`config.mk`:
```
export PLATFORM = sky130hd
export DESIGN_NAME = alm_cmp
export DESIGN_NICKNAME = d
export VERILOG_FILES = /design/src/rtl/alm_pkg.sv /design/src/rtl/alm_field_match.sv /design/src/rtl/alm_regfile.sv /design/src/rtl/alm_flag.sv /design/src/rtl/alm_cmp.sv
export SDC_FILE = /design/constraint.sdc
export NUM_CORES = 1
export LEC_CHECK = 0
export ABC_AREA = 1
export BUFFER_PORTS_ARGS = -buffer_cell sky130_fd_sc_hd__buf_2
export CAP_MARGIN = 0
export CORE_AREA = 2 2 63 80
export CTS_BUF_LIST = sky130_fd_sc_hd__clkbuf_4 sky130_fd_sc_hd__clkbuf_8
export DETAILED_ROUTE_END_ITERATION = 10
export DIE_AREA = 0 0 65 82
export PLACE_DENSITY = 0.8
export SETUP_SLACK_MARGIN = 0.3
export SKIP_CTS_REPAIR_TIMING = 1
export SYNTH_ARGS = -nofsm -noshare
export SYNTH_HDL_FRONTEND = slang
export SYNTH_HIERARCHICAL = 1
export SYNTH_SLANG_ARGS = --single-unit
```
`constraint.sdc`:
```
create_clock -name clk -period 1.7 [get_ports clk]
set_clock_uncertainty 0.2 [all_clocks]
set_input_delay 0 -clock clk [delete_from_list [all_inputs] [get_ports clk]]
set_output_delay 0 -clock clk [all_outputs]
set_load 0.02 [all_outputs]
```
`src/rtl/alm_pkg.sv`:
```
package alm_pkg;
   localparam int DATA_W      = 8;
   localparam int NUM_FIELDS  = 4;
   localparam int AE_BIT      = 7;
   localparam int CTRL_AIE    = 0;
   localparam int CTRL_AF     = 1;
   localparam logic [DATA_W-1:0] ALM_RESET = 8'h80;

   typedef enum logic [2:0] {
      A_CTRL = 3'd0,
      A_MIN  = 3'd1,
      A_HOUR = 3'd2,
      A_DAY  = 3'd3,
      A_WDAY = 3'd4
   } alm_addr_e;
endpackage

```
`src/rtl/alm_field_match.sv`:
```
module alm_field_match #(
   parameter int VAL_W = 7
) (
   input  logic [VAL_W:0]   reg_q,
   input  logic [VAL_W-1:0] cur,
   output logic             en,
   output logic             hit
);
   always_comb begin
      en  = ~reg_q[VAL_W];
      hit = (reg_q[VAL_W-1:0] == cur);
   end
endmodule

```
`src/rtl/alm_regfile.sv`:
```
module alm_regfile
   import alm_pkg::*;
#(
   parameter int ADDR_W = 3
) (
   input  logic                           clk,
   input  logic                           rst_n,
   input  logic                           wr_en,
   input  logic [ADDR_W-1:0]              wr_addr,
   input  logic [DATA_W-1:0]              wr_data,
   output logic [NUM_FIELDS-1:0][DATA_W-1:0] regs_q
);
   for (genvar i = 0; i < NUM_FIELDS; i++) begin : g_reg
      localparam logic [ADDR_W-1:0] MY_ADDR = ADDR_W'(i + 1);
      always_ff @(posedge clk or negedge rst_n) begin
         if (!rst_n)                           regs_q[i] <= ALM_RESET;
         else if (wr_en && wr_addr == MY_ADDR) regs_q[i] <= wr_data;
      end
   end
endmodule

```
`src/rtl/alm_flag.sv`:
```
module alm_flag
   import alm_pkg::*;
(
   input  logic              clk,
   input  logic              rst_n,
   input  logic              ctrl_wr,
   input  logic [DATA_W-1:0] ctrl_wdata,
   input  logic              step,
   input  logic              any_en,
   input  logic              all_hit,
   output logic              af_q,
   output logic              aie_q
);
   logic fire, clr;

   always_comb begin
      fire = step && any_en && all_hit;
      clr  = ctrl_wr && !ctrl_wdata[CTRL_AF];
   end

   always_ff @(posedge clk or negedge rst_n) begin
      if (!rst_n) begin
         af_q  <= 1'b0;
         aie_q <= 1'b0;
      end else begin
         if (fire)     af_q <= 1'b1;
         else if (clr) af_q <= 1'b0;
         if (ctrl_wr)  aie_q <= ctrl_wdata[CTRL_AIE];
      end
   end

   a_r3_set_on_match: assert property (@(posedge clk) disable iff (!rst_n)
      step && any_en && all_hit |=> af_q);
   a_r5_no_set_without_step: assert property (@(posedge clk) disable iff (!rst_n)
      !af_q && !step |=> !af_q);
   a_r6_sticky: assert property (@(posedge clk) disable iff (!rst_n)
      af_q && !(ctrl_wr && !ctrl_wdata[CTRL_AF]) |=> af_q);
   a_r6_clear: assert property (@(posedge clk) disable iff (!rst_n)
      af_q && ctrl_wr && !ctrl_wdata[CTRL_AF] && !step |=> !af_q);
   a_r8_none_enabled: assert property (@(posedge clk) disable iff (!rst_n)
      !af_q && !any_en |=> !af_q);
endmodule

```
`src/rtl/alm_cmp.sv`:
```
module alm_cmp
   import alm_pkg::*;
#(
   parameter int ADDR_W = 3,
   parameter int VAL_W  = 7,
   parameter int MIN_W  = 7,
   parameter int HOUR_W = 6,
   parameter int DAY_W  = 6,
   parameter int WDAY_W = 3
) (
   input  logic              clk,
   input  logic              rst_n,
   input  logic              wr_en,
   input  logic [ADDR_W-1:0] wr_addr,
   input  logic [7:0]        wr_data,
   input  logic [ADDR_W-1:0] rd_addr,
   output logic [7:0]        rd_data,
   input  logic [MIN_W-1:0]  cur_min,
   input  logic [HOUR_W-1:0] cur_hour,
   input  logic [DAY_W-1:0]  cur_day,
   input  logic [WDAY_W-1:0] cur_wday,
   input  logic              minute_step,
   input  logic              timer_irq,
   output logic              int_n,
   output logic              alarm_flag
);
   localparam int NUM_ADDR = 1 << ADDR_W;

   if (VAL_W + 1 != DATA_W) begin : g_bad_val
      $error("alarm value plus disable bit must fill one data byte");
   end
   if (MIN_W > VAL_W || HOUR_W > VAL_W || DAY_W > VAL_W || WDAY_W > VAL_W) begin : g_bad_cur
      $error("time field wider than alarm value");
   end
   if (NUM_ADDR < NUM_FIELDS + 1) begin : g_bad_addr
      $error("address width too small for register map");
   end

   logic [NUM_FIELDS-1:0][DATA_W-1:0] regs_q;
   logic [NUM_FIELDS-1:0][VAL_W-1:0]  cur_ext;
   logic [NUM_FIELDS-1:0]             f_en, f_hit;
   logic any_en, all_hit, aie_q, ctrl_wr;

   always_comb begin
      cur_ext[0] = VAL_W'(cur_min);
      cur_ext[1] = VAL_W'(cur_hour);
      cur_ext[2] = VAL_W'(cur_day);
      cur_ext[3] = VAL_W'(cur_wday);
      ctrl_wr    = wr_en && (wr_addr == ADDR_W'(A_CTRL));
   end

   alm_regfile #(.ADDR_W(ADDR_W)) u_regs (
      .clk(clk), .rst_n(rst_n), .wr_en(wr_en), .wr_addr(wr_addr),
      .wr_data(wr_data), .regs_q(regs_q));

   for (genvar i = 0; i < NUM_FIELDS; i++) begin : g_fld
      alm_field_match #(.VAL_W(VAL_W)) u_match (
         .reg_q(regs_q[i]), .cur(cur_ext[i]), .en(f_en[i]), .hit(f_hit[i]));
   end

   always_comb begin
      any_en  = |f_en;
      all_hit = &(f_hit | ~f_en);
   end

   alm_flag u_flag (
      .clk(clk), .rst_n(rst_n), .ctrl_wr(ctrl_wr), .ctrl_wdata(wr_data),
      .step(minute_step), .any_en(any_en), .all_hit(all_hit),
      .af_q(alarm_flag), .aie_q(aie_q));

   always_comb begin
      rd_data = '0;
      if (rd_addr == ADDR_W'(A_CTRL)) begin
         rd_data[CTRL_AIE] = aie_q;
         rd_data[CTRL_AF]  = alarm_flag;
      end else if (int'(rd_addr) <= NUM_FIELDS) begin
         rd_data = regs_q[int'(rd_addr) - 1];
      end
      int_n = !((alarm_flag && aie_q) || timer_irq);
   end

   a_r7_int_follows_flag: assert property (@(posedge clk) disable iff (!rst_n)
      rd_addr == ADDR_W'(A_CTRL) && rd_data[CTRL_AF] && rd_data[CTRL_AIE] |-> !int_n);
   a_r7_int_idle: assert property (@(posedge clk) disable iff (!rst_n)
      !timer_irq && !alarm_flag |-> int_n);
   a_r7_timer_low: assert property (@(posedge clk) disable iff (!rst_n)
      timer_irq |-> !int_n);
endmodule

```
==> metrics <==
Met1 Wirelength=2720 um; IO buf count=50; Mapped Area=between 2000 and 3000 um^2; Fin Hold WS=-0.158 ns; Reg2Reg Depth=10; commonest non-fill, non-tap cell in the layout=nand2_1; Boundary Pins=51; GR Overflow Total=0; asr flop ratio synth=100%; CTS HTree Levels=2; post-synthesis simple-gate area fraction=about 45%; reg-to-reg endpoint=u_flag/af_q$_DFFE_PN0P_; path type of the worst min-delay path=in -> reg; clock power share=about a quarter; Layout area overhead=31.8%; Comb power frac=33.9%; Final Hold Viols=30; Core ar.=4590 um^2; FF+latch area=856 um^2; initial antenna violation count=0; most frequent cells in the layout=179 x nand2_1, 88 x inv_1, 45 x nand3_1, 44 x buf_2, 30 x dfrtp_1; initial drt markers=162; Tot Pwr=0.00284 W; failing checks=negative hold slack; Synth cell types=24; GP Congestion=0.905; Leak=1.96 nW; final instance area=3310 um^2; mux cell area share after synthesis=0%; WL met3=476 um; ANT cells=0; Max Cap Viol=0; critical path startpoint category=flip-flop; Worst Hold Path EP=u_flag/aie_q$_DFFE_PN0P_; P_sw=between 0.001 and 0.0015 W; uppermost routed layer=met4; Tcrit/Tclk final=91.6%; VDD IR max=627 uV; Final Critical Period=1.56 ns; Bufs on Longest Clock Path=2; Filler Cell Count=between 300 and 400; switch share=36.5%; Pint=0.00180 W; max-slew violation count=0; Pwr Density=858 nW/um^2; routed vias/inst=4.84; Adder-Cell Fraction of Synth Area=0.996%; DP Wirelength=4930 um; Finish-stage setup viols=0; synthesized area per cell=6.05 um^2; via count=2713; synthesized flop and latch total=34; Cell Area, Placed=2930 um^2; post-synthesis sequential area ratio=34.1%; CTS Buf Count=5; ys flop type=dfrtp_1; largest net degree at the start of global routing=35; min-delay src=wr_addr[2]; Worst Tran Pin Value=between 0.7 and 0.8 ns; CTS root buf=clkbuf_8; Synth Area in Compound Gates=approximately 2.1%; Crit Path Class=reg -> out; reg2reg setup slack=0.22 ns; crit path max fanout=3; top-area cell type share of the netlist area=between 20 and 30%; Routed Antenna Nets=0; Multi-input gate area=1410 um^2; clock insertion delay at the later pin of the skew report=0.30 ns; slew margin rel.=50.2%; vias in the first global route=between 2000 and 2500; clk sinks=34; share of layout cells above drive strength 1=a little under a quarter; Synth area leader=dfrtp_1; gr usage total=a little over a quarter; Crit. End Element=output port; Post-synth EDFFs=0; first-pass GRT wire length=approximately 10000 um; critical path required time=1.50 ns; Synth area leaders=dfrtp_1 30%, nand2_1 27%, inv_1 14%; row count=28; hold path cells=4; Die Y=82 um; Worst-path clk slew=0.08 ns; largest family of logic cells by synthesized area=simple AND/OR/NAND/NOR gates; final setup TNS=0 ns; crit path launch=u_regs/regs_q[15]$_DFFE_PN1P_; Mapped Cells=415; reg-to-reg critical path startpoint=u_regs/regs_q[27]$_DFFE_PN0P_; WL met2=3340 um; final-stage net count=approximately 540; chip width=about 65 um; Yosys Warn Count=6; Peak Freq=642 MHz; TritonCTS clock tree=done; Starting Density=54.7%; 1st-pass router iterations=4; WL per Instance=~12 um; status=finished, violations left; total die area=5330 um^2; CP arrival=1.36 ns; final wirelength=~6800 um; DRC violations left=0; XOR/XNOR Fraction of Synth Area=1.39%; Reg power frac=approximately two fifths; unrepaired setup endpoints after global routing=yes
## layout make-up
class	count	area share, %
Timing Repair Buffer	74	15.1
Tap cell	60	2.27
Clock buffer	5	2.08
Sequential cell	34	25.9
Inverter	95	10.8
Multi-Input combinational cell	290	42.7
Clock inverter	3	1.21
## how the worst max path moves through the flow
stage | to | slack, ns
6_report | rd_data[7] | 0.14
4_1_cts | rd_data[7] | 0.09
2_1_floorplan | rd_data[2] | 0.33
5_1_grt | rd_data[7] | 0.11
3_5_place_dp | u_flag/af_q$_DFFE_PN0P_ | 0.25
3_3_place_gp | u_flag/af_q$_DFFE_PN0P_ | 0.29
## state kept, by name, summed over array words and instances, names as in the netlist
register       cells
u_flag/aie_q       1
u_flag/af_q        1
u_regs/regs_q     32
## cell families after synthesis
family	count (synthesis)
simple gates	263
other cells	1
flops	34
buf+inv	101
xor+xnor	4
fa+ha+maj	2
compound gates	10
## power groups by stage
stage | Clock, W | Combinational [W] | Sequential [W]
CTS | 0.000742 | 0.000842 | 0.00114
global route | 0.000774 | 0.00109 | 0.00117
floorplan | 0 | 0.000605 | 0.00111
detailed placement | 0 | 0.000836 | 0.00115
finish | 0.000734 | 0.000963 | 0.00114
global placement | 0 | 0.000817 | 0.00115
## synthesized netlist by cell type, types with 3 or more instances
cell     instances
nand2_1        182
inv_1           91
nand3_1         55
dfrtp_1         30
nor2_1           9
a21oi_1          7
nand2_2          5
nor2_2           5
buf_6            4
dfstp_2          4
xnor2_1          4
nor2_4           3
## critical path, stage by stage, from the launching register on
cell and delay [ns]:
dfstp_2 0.57, inv_2 0.04, nand2_2 0.06, nand3_2 0.10
a21oi_4 0.17, buf_6 0.13
## through the flow
| step | utilization, % | std cells | setup slack, ns |
|---|---|---|---|
| 4_1_cts | 66.3 | 543 | 0.0903 |
| 5_1_grt | 72.1 | 561 | 0.114 |
| 6_report | 72.1 | 561 | 0.143 |
| 3_3_place_gp | 63.9 | 535 | 0.286 |
| 3_5_place_dp | 63.9 | 535 | 0.248 |
| 2_1_floorplan | - | 425 | 0.332 |
## metal layers
metal | vias to the layer above | track usage (%)
li1 | 1382 | -
met1 | 1183 | 31.5
met2 | 125 | 45.7
met3 | 23 | 4.93
met4 | 0 | 11.1
met5 | - | 0
No activity file was read; power rests on OpenSTA's default activity.
